File: config.mk
export PLATFORM = sky130hd
export DESIGN_NAME = htm_conflict_tracker
export DESIGN_NICKNAME = d
export VERILOG_FILES = /design/src/rtl/htm_pkg.sv /design/src/rtl/htm_line_sets.sv /design/src/rtl/htm_conflict_detect.sv /design/src/rtl/htm_nest_ctrl.sv /design/src/rtl/htm_conflict_tracker.sv
export SDC_FILE = /design/constraint.sdc
export NUM_CORES = 1
export LEC_CHECK = 0
export BUFFER_PORTS_ARGS = -buffer_cell sky130_fd_sc_hd__buf_2
export CORE_ASPECT_RATIO = 0.6
export CORE_UTILIZATION = 56
export DETAILED_ROUTE_END_ITERATION = 10
export GPL_ROUTABILITY_DRIVEN = 0
export HOLD_SLACK_MARGIN = 0.03
export PLACE_DENSITY_LB_ADDON = 0.08
export SYNTH_ARGS = -nofsm -noshare
export SYNTH_HDL_FRONTEND = slang
export SYNTH_HIERARCHICAL = 1
export SYNTH_SLANG_ARGS = --single-unit
File: constraint.sdc
create_clock -name clk_i -period 5.6 [get_ports clk_i]
set_input_delay 0.28 -clock clk_i [delete_from_list [all_inputs] [get_ports clk_i]]
set_output_delay 0.28 -clock clk_i [all_outputs]
set_load 0.01 [all_outputs]
File: src/rtl/htm_pkg.sv
package htm_pkg;
  typedef enum logic [2:0] {
    CAUSE_NONE      = 3'd0,
    CAUSE_EXPLICIT  = 3'd1,
    CAUSE_REMOTE    = 3'd2,
    CAUSE_EVICT     = 3'd3,
    CAUSE_DOWNGRADE = 3'd4,
    CAUSE_OVERFLOW  = 3'd5
  } abort_cause_e;
endpackage

File: src/rtl/htm_line_sets.sv
module htm_line_sets #(
  parameter int LINES = 16,
  localparam int IDX_W = $clog2(LINES)
) (
  input  logic             clk_i,
  input  logic             rst_ni,
  input  logic             clear_i,
  input  logic             track_i,
  input  logic             store_i,
  input  logic [IDX_W-1:0] idx_i,
  output logic [LINES-1:0] rd_o,
  output logic [LINES-1:0] wr_o
);
  for (genvar g = 0; g < LINES; g++) begin : g_line
    logic hit;
    assign hit = track_i && (idx_i == IDX_W'(g));
    always_ff @(posedge clk_i or negedge rst_ni) begin
      if (!rst_ni) begin
        rd_o[g] <= 1'b0;
        wr_o[g] <= 1'b0;
      end else if (clear_i) begin
        rd_o[g] <= 1'b0;
        wr_o[g] <= 1'b0;
      end else if (hit) begin
        if (store_i) wr_o[g] <= 1'b1;
        else         rd_o[g] <= 1'b1;
      end
    end
  end

  a_r8_clear_all: assert property (@(posedge clk_i) disable iff (!rst_ni)
    clear_i |=> (rd_o == '0 && wr_o == '0));
endmodule

File: src/rtl/htm_conflict_detect.sv
module htm_conflict_detect #(
  parameter int LINES = 16,
  localparam int IDX_W = $clog2(LINES)
) (
  input  logic             active_i,
  input  logic [LINES-1:0] rd_i,
  input  logic [LINES-1:0] wr_i,
  input  logic             snp_valid_i,
  input  logic [IDX_W-1:0] snp_idx_i,
  input  logic             ev_valid_i,
  input  logic [IDX_W-1:0] ev_idx_i,
  input  logic             ev_dirty_i,
  input  logic             dg_valid_i,
  input  logic [IDX_W-1:0] dg_idx_i,
  input  logic             dg_dirty_i,
  output logic             snp_hit_o,
  output logic             ev_hit_o,
  output logic             dg_hit_o,
  output logic             fwd_ok_o
);
  logic [LINES-1:0] tx_line;
  assign tx_line   = rd_i | wr_i;
  assign snp_hit_o = active_i && snp_valid_i && tx_line[snp_idx_i];
  assign ev_hit_o  = active_i && ev_valid_i && ev_dirty_i && tx_line[ev_idx_i];
  assign dg_hit_o  = active_i && dg_valid_i && dg_dirty_i && tx_line[dg_idx_i];
  // forwarding refused whenever the request kills the transaction
  assign fwd_ok_o  = (snp_valid_i || dg_valid_i) && !snp_hit_o && !dg_hit_o;
endmodule

File: src/rtl/htm_nest_ctrl.sv
module htm_nest_ctrl
  import htm_pkg::*;
#(
  parameter int DEPTH_W = 4,
  parameter int LINES   = 16
) (
  input  logic             clk_i,
  input  logic             rst_ni,
  input  logic             begin_i,
  input  logic             end_i,
  input  logic             xabort_i,
  input  logic             snp_hit_i,
  input  logic             ev_hit_i,
  input  logic             dg_hit_i,
  input  logic [LINES-1:0] wr_set_i,
  output logic             active_o,
  output logic             clear_o,
  output logic             commit_o,
  output logic             abort_o,
  output logic [2:0]       cause_o,
  output logic [LINES-1:0] inval_mask_o
);
  localparam logic [DEPTH_W-1:0] MAX_DEPTH = {DEPTH_W{1'b1}};
  localparam logic [DEPTH_W-1:0] ONE       = DEPTH_W'(1);

  logic [DEPTH_W-1:0] depth_q, depth_d;
  logic               overflow, abort_now, commit_now;
  abort_cause_e       cause_d, cause_q;

  assign active_o = (depth_q != '0);
  assign overflow = active_o && begin_i && !end_i && (depth_q == MAX_DEPTH);

  always_comb begin
    cause_d = CAUSE_NONE;
    if (active_o) begin
      if (xabort_i)       cause_d = CAUSE_EXPLICIT;
      else if (snp_hit_i) cause_d = CAUSE_REMOTE;
      else if (ev_hit_i)  cause_d = CAUSE_EVICT;
      else if (dg_hit_i)  cause_d = CAUSE_DOWNGRADE;
      else if (overflow)  cause_d = CAUSE_OVERFLOW;
    end
  end

  assign abort_now  = (cause_d != CAUSE_NONE);
  assign commit_now = !abort_now && end_i && !begin_i && (depth_q == ONE);
  assign clear_o    = abort_now || commit_now;

  always_comb begin
    depth_d = depth_q;
    if (abort_now)                           depth_d = '0;
    else if (begin_i && !end_i)              depth_d = depth_q + ONE;
    else if (end_i && !begin_i && active_o)  depth_d = depth_q - ONE;
  end

  always_ff @(posedge clk_i or negedge rst_ni) begin
    if (!rst_ni) begin
      depth_q      <= '0;
      commit_o     <= 1'b0;
      abort_o      <= 1'b0;
      cause_q      <= CAUSE_NONE;
      inval_mask_o <= '0;
    end else begin
      depth_q      <= depth_d;
      commit_o     <= commit_now;
      abort_o      <= abort_now;
      cause_q      <= cause_d;
      inval_mask_o <= abort_now ? wr_set_i : '0;
    end
  end

  assign cause_o = cause_q;

  a_r2_commit_closes: assert property (@(posedge clk_i) disable iff (!rst_ni)
    commit_o |-> depth_q == '0);
  a_r9_abort_closes: assert property (@(posedge clk_i) disable iff (!rst_ni)
    abort_o |-> depth_q == '0);
  a_r12_no_both: assert property (@(posedge clk_i) disable iff (!rst_ni)
    !(commit_o && abort_o));
  a_r12_cause_valid: assert property (@(posedge clk_i) disable iff (!rst_ni)
    abort_o |-> cause_o != 3'd0);
  a_r12_cause_idle: assert property (@(posedge clk_i) disable iff (!rst_ni)
    !abort_o |-> cause_o == 3'd0);
  a_r4_snoop_aborts: assert property (@(posedge clk_i) disable iff (!rst_ni)
    snp_hit_i |=> abort_o);
  a_r10_overflow: assert property (@(posedge clk_i) disable iff (!rst_ni)
    (begin_i && !end_i && depth_q == MAX_DEPTH) |=> abort_o);
  a_r11_end_idle: assert property (@(posedge clk_i) disable iff (!rst_ni)
    (depth_q == '0 && end_i && !begin_i) |=> (depth_q == '0 && !commit_o));
  a_r13_begin_end: assert property (@(posedge clk_i) disable iff (!rst_ni)
    (begin_i && end_i && !xabort_i && !snp_hit_i && !ev_hit_i && !dg_hit_i)
      |=> $stable(depth_q));
endmodule

File: src/rtl/htm_conflict_tracker.sv
module htm_conflict_tracker #(
  parameter int LINES   = 16,
  parameter int DEPTH_W = 4,
  localparam int IDX_W  = $clog2(LINES)
) (
  input  logic             clk_i,
  input  logic             rst_ni,
  input  logic             tx_begin_i,
  input  logic             tx_end_i,
  input  logic             tx_abort_i,
  input  logic             acc_valid_i,
  input  logic             acc_store_i,
  input  logic [IDX_W-1:0] acc_idx_i,
  input  logic             snp_valid_i,
  input  logic [IDX_W-1:0] snp_idx_i,
  input  logic             evict_valid_i,
  input  logic [IDX_W-1:0] evict_idx_i,
  input  logic             evict_dirty_i,
  input  logic             dgrade_valid_i,
  input  logic [IDX_W-1:0] dgrade_idx_i,
  input  logic             dgrade_dirty_i,
  output logic             tx_active_o,
  output logic             commit_o,
  output logic             abort_o,
  output logic [2:0]       abort_cause_o,
  output logic             fwd_ok_o,
  output logic [LINES-1:0] rd_set_o,
  output logic [LINES-1:0] wr_set_o,
  output logic [LINES-1:0] inval_mask_o
);
  logic active, clear, snp_hit, ev_hit, dg_hit;

  htm_line_sets #(.LINES(LINES)) i_sets (
    .clk_i   (clk_i),
    .rst_ni  (rst_ni),
    .clear_i (clear),
    .track_i (active && acc_valid_i),
    .store_i (acc_store_i),
    .idx_i   (acc_idx_i),
    .rd_o    (rd_set_o),
    .wr_o    (wr_set_o)
  );

  htm_conflict_detect #(.LINES(LINES)) i_detect (
    .active_i    (active),
    .rd_i        (rd_set_o),
    .wr_i        (wr_set_o),
    .snp_valid_i (snp_valid_i),
    .snp_idx_i   (snp_idx_i),
    .ev_valid_i  (evict_valid_i),
    .ev_idx_i    (evict_idx_i),
    .ev_dirty_i  (evict_dirty_i),
    .dg_valid_i  (dgrade_valid_i),
    .dg_idx_i    (dgrade_idx_i),
    .dg_dirty_i  (dgrade_dirty_i),
    .snp_hit_o   (snp_hit),
    .ev_hit_o    (ev_hit),
    .dg_hit_o    (dg_hit),
    .fwd_ok_o    (fwd_ok_o)
  );

  htm_nest_ctrl #(.DEPTH_W(DEPTH_W), .LINES(LINES)) i_nest (
    .clk_i        (clk_i),
    .rst_ni       (rst_ni),
    .begin_i      (tx_begin_i),
    .end_i        (tx_end_i),
    .xabort_i     (tx_abort_i),
    .snp_hit_i    (snp_hit),
    .ev_hit_i     (ev_hit),
    .dg_hit_i     (dg_hit),
    .wr_set_i     (wr_set_o),
    .active_o     (active),
    .clear_o      (clear),
    .commit_o     (commit_o),
    .abort_o      (abort_o),
    .cause_o      (abort_cause_o),
    .inval_mask_o (inval_mask_o)
  );

  assign tx_active_o = active;

  a_r3_idle_no_bits: assert property (@(posedge clk_i) disable iff (!rst_ni)
    !tx_active_o |-> (rd_set_o == '0 && wr_set_o == '0));
  a_r8_commit_clear: assert property (@(posedge clk_i) disable iff (!rst_ni)
    commit_o |-> (rd_set_o == '0 && wr_set_o == '0 && !tx_active_o));
  a_r6_dg_refused: assert property (@(posedge clk_i) disable iff (!rst_ni)
    (dgrade_valid_i && dgrade_dirty_i && tx_active_o &&
     (rd_set_o[dgrade_idx_i] || wr_set_o[dgrade_idx_i])) |-> !fwd_ok_o);
endmodule

Word level (Yosys, flattened, before mapping). Cells that the tools add are included.

$lt $le $gt $ge: 3. Shift-type cells: 0. Bitwise logic cells: 1. $mul: 0. Divide/modulo/power cells: 0. Equality and inequality tests: 18. $add $sub $neg: 2. Muxes and demuxes: 82. Reduce and logical (&&, ||, !) cells: 96.

Operators by type and width (number): $mux W1 (69); $reduce_and A2 Y1 (32); $eq A4 B4 Y1 const B (9); $logic_and A1 B1 Y1 (36); $reduce_bool A2 Y1 (17); $mux W3 (6); $eq A4 B3 Y1 const B (4); $mux W16 (1); $or A16 B16 Y16 (1); $lt A4 B5 Y1 const B (3); $bmux W1 S4 (3); $mux W4 (3); $eq A4 B1 Y1 const B (2); $eq A4 B2 Y1 const B (2); $reduce_bool A3 Y1 (2); $logic_not A1 Y1 (5); $add A4 B1 Y4 const B (1); $logic_not A4 Y1 (1); $reduce_bool A4 Y1 (1); $sub A4 B1 Y4 const B (1); $logic_or A1 B1 Y1 (2); $ne A2 B1 Y1 const B (1).

Register bits after elaboration: 57. RAM bits: 0. Bits in read-only memories: 0. Latch bits: 0. Memories: 0.

Depth between registers and ports, before layout.
Word-level depth: 18. Gate-level depth with buffers: 13. Mapped depth without buffers: 12.

Modules after synthesis. The synthesis kept the hierarchy.

By module, submodules not included: htm_line_sets (sequential area each 800.8 sq um, times used 1, area each 1285.0 sq um, cells an instance 117); htm_nest_ctrl (sequential area each 625.6 sq um, times used 1, area each 1118.6 sq um, cells an instance 94); htm_conflict_detect (sequential area each 0.0 sq um, times used 1, area each 510.5 sq um, cells an instance 56); htm_conflict_tracker (sequential area each 0.0 sq um, times used 1, area each 6.3 sq um, cells an instance 1).

Worst setup path before layout. No wires, ideal clock.

Kind: register to register. From: register i_sets.wr_o[7]. To: register i_sets.rd_o[0]. Setup time: 0.135 ns. Setup slack: 2.757 ns. Buffers on the path: 2. Cell stages (with the launch flop): 11. Arrival: 2.708 ns. Path through: dfrtp_1 nor2_1 mux4_1 mux4_2 nor2_1 nor3_1 a21oi_4 nand2b_1 clkbuf_1 clkbuf_1 o22ai_1.

Elaborated cells between the ends (all ways): 25.

RTL lines: start, declared (RTL line htm_line_sets.sv:12) `output logic [LINES-1:0] wr_o`; start signal, assigned by index (RTL line htm_line_sets.sv:20) `wr_o[g] <= 1'b0;`; start signal, assigned by index (RTL line htm_line_sets.sv:23) `wr_o[g] <= 1'b0;`; start signal, assigned by index (RTL line htm_line_sets.sv:25) `if (store_i) wr_o[g] <= 1'b1;`; $or A16 B16 Y16 * (RTL line htm_conflict_detect.sv:22) `assign tx_line = rd_i | wr_i;`; $bmux W1 S4 * (RTL line htm_conflict_detect.sv:24) `assign ev_hit_o = active_i && ev_valid_i && ev_dirty_i && tx_line[ev_idx_i];`; $mux W1 (not written as such) * (RTL line htm_conflict_detect.sv:24); $logic_and A1 B1 Y1 * (RTL line htm_conflict_detect.sv:24); via ev_hit (RTL line htm_conflict_tracker.sv:31) `logic active, clear, snp_hit, ev_hit, dg_hit;`; $mux W3 * (RTL line htm_nest_ctrl.sv:38) `else if (ev_hit_i) cause_d = CAUSE_EVICT;`; $mux W3 * (RTL line htm_nest_ctrl.sv:37) `else if (snp_hit_i) cause_d = CAUSE_REMOTE;`; $mux W3 * (RTL line htm_nest_ctrl.sv:36) `if (xabort_i) cause_d = CAUSE_EXPLICIT;`; $mux W3 * (RTL line htm_nest_ctrl.sv:35) `if (active_o) begin`; $reduce_bool A3 Y1 * (RTL line htm_nest_ctrl.sv:44) `assign abort_now = (cause_d != CAUSE_NONE);`; $logic_not A1 Y1 (RTL line htm_nest_ctrl.sv:45) `assign commit_now = !abort_now && end_i && !begin_i && (depth_q == ONE);`; $logic_and A1 B1 Y1 (3 in series) (RTL line htm_nest_ctrl.sv:45); $logic_or A1 B1 Y1 * (RTL line htm_nest_ctrl.sv:46) `assign clear_o = abort_now || commit_now;`; via clear (RTL line htm_conflict_tracker.sv:31); $ne A2 B1 Y1 (no source line) or $reduce_bool A2 Y1 (tied branches); $reduce_and A2 Y1 (no source line); end signal, assigned by index (RTL line htm_line_sets.sv:19) `rd_o[g] <= 1'b0;`; end signal, assigned by index (RTL line htm_line_sets.sv:22) `rd_o[g] <= 1'b0;`; end signal, assigned by index (RTL line htm_line_sets.sv:26) `else rd_o[g] <= 1'b1;`; end, declared (RTL line htm_line_sets.sv:11) `output logic [LINES-1:0] rd_o,`.

Mark *: on every way through the listed nets, which the timed path passes. The rest lies on a longest branch. The select of a mux whose other input is x is not followed. A chain may end at the register's enable or synchronous reset.

Worst setup path after layout.
From: register i_sets.wr_o[4]. To: register i_sets.wr_o[10].

Elaborated cells between the ends (all ways): 25.

RTL lines (RTL line): $or A16 B16 Y16 * (htm_conflict_detect.sv:22); $bmux W1 S4 * (htm_conflict_detect.sv:24); $mux W1 (not written as such) * (htm_conflict_detect.sv:24); $logic_and A1 B1 Y1 * (htm_conflict_detect.sv:24); via ev_hit (htm_conflict_tracker.sv:31); $mux W3 * (htm_nest_ctrl.sv:38); $mux W3 * (htm_nest_ctrl.sv:37); $mux W3 * (htm_nest_ctrl.sv:36); $mux W3 * (htm_nest_ctrl.sv:35); $reduce_bool A3 Y1 * (htm_nest_ctrl.sv:44); $logic_not A1 Y1 (htm_nest_ctrl.sv:45); $logic_and A1 B1 Y1 (3 in series) (htm_nest_ctrl.sv:45); $logic_or A1 B1 Y1 * (htm_nest_ctrl.sv:46); via clear (htm_conflict_tracker.sv:31); $reduce_bool A2 Y1 (no source line); $reduce_and A2 Y1 (no source line).

Marked as above.

==> metrics.md <==
| Metric | Value |
|---|---|
| Status | `finished, final reports clean` |
| Clk pin slew, worst setup/hold paths | `0.07 ns` |
| Post-synth top cells | `dfrtp_1 (57), inv_1 (38), o22ai_1 (32)` |
| Tightest Pin Transition | `0.721 ns` |
| Final WL | `7610 um` |
| Share of cells above drive strength 1 | `32.7%` |
| Critical Setup Path Class | `reg -> reg` |
| Worst path slowest cell | `a21oi_4` |
| Crit-path cells | `nor2_1, mux4_1, mux4_2, nor2_1, nor3_1, a21oi_4, nand2b_1, buf_4, nand4bb_1, o22ai_1` |
| Switching Share | `34.6%` |
| Routed length on met2 | `2880 um` |
| CP max stage delay | `0.51 ns` |
| Worst skew pair latency | `0.34 ns` |
| #FFs+latches synth | `57` |
| Syn avg cell area | `10.9 um^2` |
| Metal-1 WL | `3660 um` |
| Combinational Power Share | `30.2%` |
| Max Clock Freq | `271 MHz` |
| Max clock buf depth | `2` |
| EDFF count, synth | `0` |
| Port bufs | `82` |
| Max layer used | `met4` |
| # hold bufs at CTS | `0` |
| Max_slew headroom | `51.9%` |
| Area grow syn2layout | `23.4%` |
| Number of global-route vias before repair | `2,178` |
| CP Launch Type | `flop` |
| Post-synth top area share | `48.8%` |
| DRC | `0` |
| WP data required | `5.80 ns` |
| Placed Cells incl. Taps | `405` |
| Die boundary height | `57.9 um` |
| Ant. Diodes | `0` |
| Dominant synthesized flop cell | `dfrtp_1` |
| CTS buffer count | `9` |
| Crit path max-delay family | `simple AND/OR/NAND/NOR gates` |
| Largest net degree at the start of global routing | `58` |
| Clock Sinks | `57` |
| Final Cycle Share | `65.9%` |
| Total grt overflow | `0` |
| Top post-synthesis cells by area | `dfrtp_1 (49%), o22ai_1 (6.9%), mux4_2 (5.4%)` |
| Post-route ant nets | `0` |
| GRT Util Overall | `30.0%` |
| H-tree levels | `3` |
| Syn. warnings | `6` |
| Pre-antenna DRT Iters | `5` |
| Hold Fails Final Rpt | `0` |
| Routed wire per std cell | `18.1 um` |
| DRT iter0 DRCs | `216` |
| Non-Filler Instances | `421` |
| VDD IR max | `283 uV` |
| Most Frequent Cell on Critical Path | `nor2_1` |
| Max Transition Viols Final | `0` |
| Placed wire-length estimate | `5520 um` |
| Clock skew | `0.00924 ns` |
| Metal3 WL | `908 um` |
| Final #Nets | `385` |
| P_leak | `1.71 nW` |
| Setup TNS | `0 ns` |
| Clk pwr share | `33.8%` |
| Post-CTS setup buffer count | `0` |
| Core Rows | `19` |
| Core area | `4780 um^2` |
| Int Power | `904 uW` |
| Initial Utilization | `61.1%` |
| Register share of total power | `36.0%` |
| Vias | `2,506` |
| Synth Instances | `268` |
| Die width | `95.2 um` |
| Post-Syn Area | `2920 um^2` |
| Buf/Inv on CP | `1` |
| Via density | `5.95` |
| Cell area power density | `383 nW/um^2` |
| Ys async rst share | `100%` |
| Min-Delay Path Class | `in -> async` |
| Register area share after synthesis | `48.8%` |
| Crit Path Max Fanout | `27` |
| Area leader, netlist | `dfrtp_1` |
| Crit path DAT | `3.89 ns` |
| Full die area | `5520 um^2` |
| Count of final setup violators | `0` |
| Syn Nets | `300` |
| Fin crit period | `3.69 ns` |
| Count of cell types in the netlist | `46` |
| Clock Tree Root | `clkbuf_8` |
| Switching Power | `478 uW` |
| Top-Level Pins | `83` |
| RSZ-0062 raised after global routing | `no` |
| Setup crit end kind | `flop` |
| CTS tree | `done` |
| Initial antenna violation count | `0` |
| First-pass GRT wire length | `11,700 um` |
| WP depth | `10` |
| FF-to-FF path depth | `10` |
| Max Cap Viol | `0` |
| CTS resizes | `0` |
| Top-count cell post-synth | `dfrtp_1` |
## power by group through the flow
stage               clock, mW  sequential, mW  combinational, mW
floorplan                   0           0.509              0.280
global placement            0           0.502              0.402
detailed placement          0           0.503              0.408
CTS                     0.475           0.496              0.411
global route            0.492           0.502              0.456
finish                  0.467           0.498              0.417
## final timing paths
path                       slack (ns)             from                       to
setup / recovery                 1.91   i_sets/wr_o[4]          i_sets/wr_o[10]
hold / removal                   0.06           rst_ni   i_nest/inval_mask_o[2]
setup reg to reg                 1.91   i_sets/wr_o[4]          i_sets/wr_o[10]
hold reg to reg                  0.53  i_sets/wr_o[13]  i_nest/inval_mask_o[13]
max in group asynchronous        5.04           rst_ni  i_nest/inval_mask_o[11]
min in group clk_i               0.14       tx_abort_i        i_nest/cause_o[2]
## metrics by stage
step	worst slack [ns]	util, %	total power [mW]	hold WS (ns)	area [um^2]
4_1_cts	1.96	75.4	1.38	0.0936	3600
2_1_floorplan	2.76	-	0.789	-0.0156	2920
3_5_place_dp	1.99	70.4	0.912	0.458	3360
6_report	1.91	75.4	1.38	0.0577	3600
5_1_grt	1.65	75.4	1.45	0.140	3600
3_3_place_gp	2.04	70.4	0.904	0.454	3360
## logic make-up after synthesis
family,count (synthesis),synth area share (%)
buffers and inverters,49,7.15
DFF,57,48.8
muxes,14,10.1
xor gates and xnor gates,1,0.300
and+or+nand+nor,90,18.9
adders and majority gates,4,1.71
AOI/OAI and AO/OA,53,13.0
## layer usage
metal  vias up  GRT usage, %
met1      1199          46.3
li1       1133             -
met5         -             0
met4         0          9.74
met2       151          38.8
met3        23          11.3
## worst register-to-register path, delay by kind of cell (launching register included)
| kind | cells | cell delay (ns) |
|---|---|---|
| and+or+nand+nor | 5 | 1.18 |
| muxes | 2 | 0.96 |
| AOI/OAI and AO/OA | 2 | 0.62 |
| DFF | 1 | 0.43 |
| buffers and inverters | 1 | 0.35 |
## registers in the layout (all words and copies together), names as in the netlist
signal	count
i_nest/commit_o	1
i_nest/depth_q	4
i_sets/wr_o	16
i_sets/rd_o	16
i_nest/abort_o	1
i_nest/inval_mask_o	16
i_nest/cause_o	3
## final cells by class
class	instances	area, um^2
clock inverter	7	119
fill	342	1170
inverter	39	146
timing repair buffer	84	425
clock buffer	9	124
multi-input combinational	162	1280
sequential	57	1430
tap	63	78.8
## layout by cell type (no fill, tap or decap), types with 4 or more instances in the layout
cell,count
nand3b_1,5
a21oi_1,4
inv_1,38
buf_2,82
dfrtp_1,57
o21ai_0,5
o22ai_1,32
clkbuf_8,9
mux4_2,7
nand4bb_1,4
nand2_1,7
nor2_1,24
nand3_1,6
mux4_1,4
and2_1,18
ha_1,4
nor3_1,5
Power figures use the tool's default switching activity.
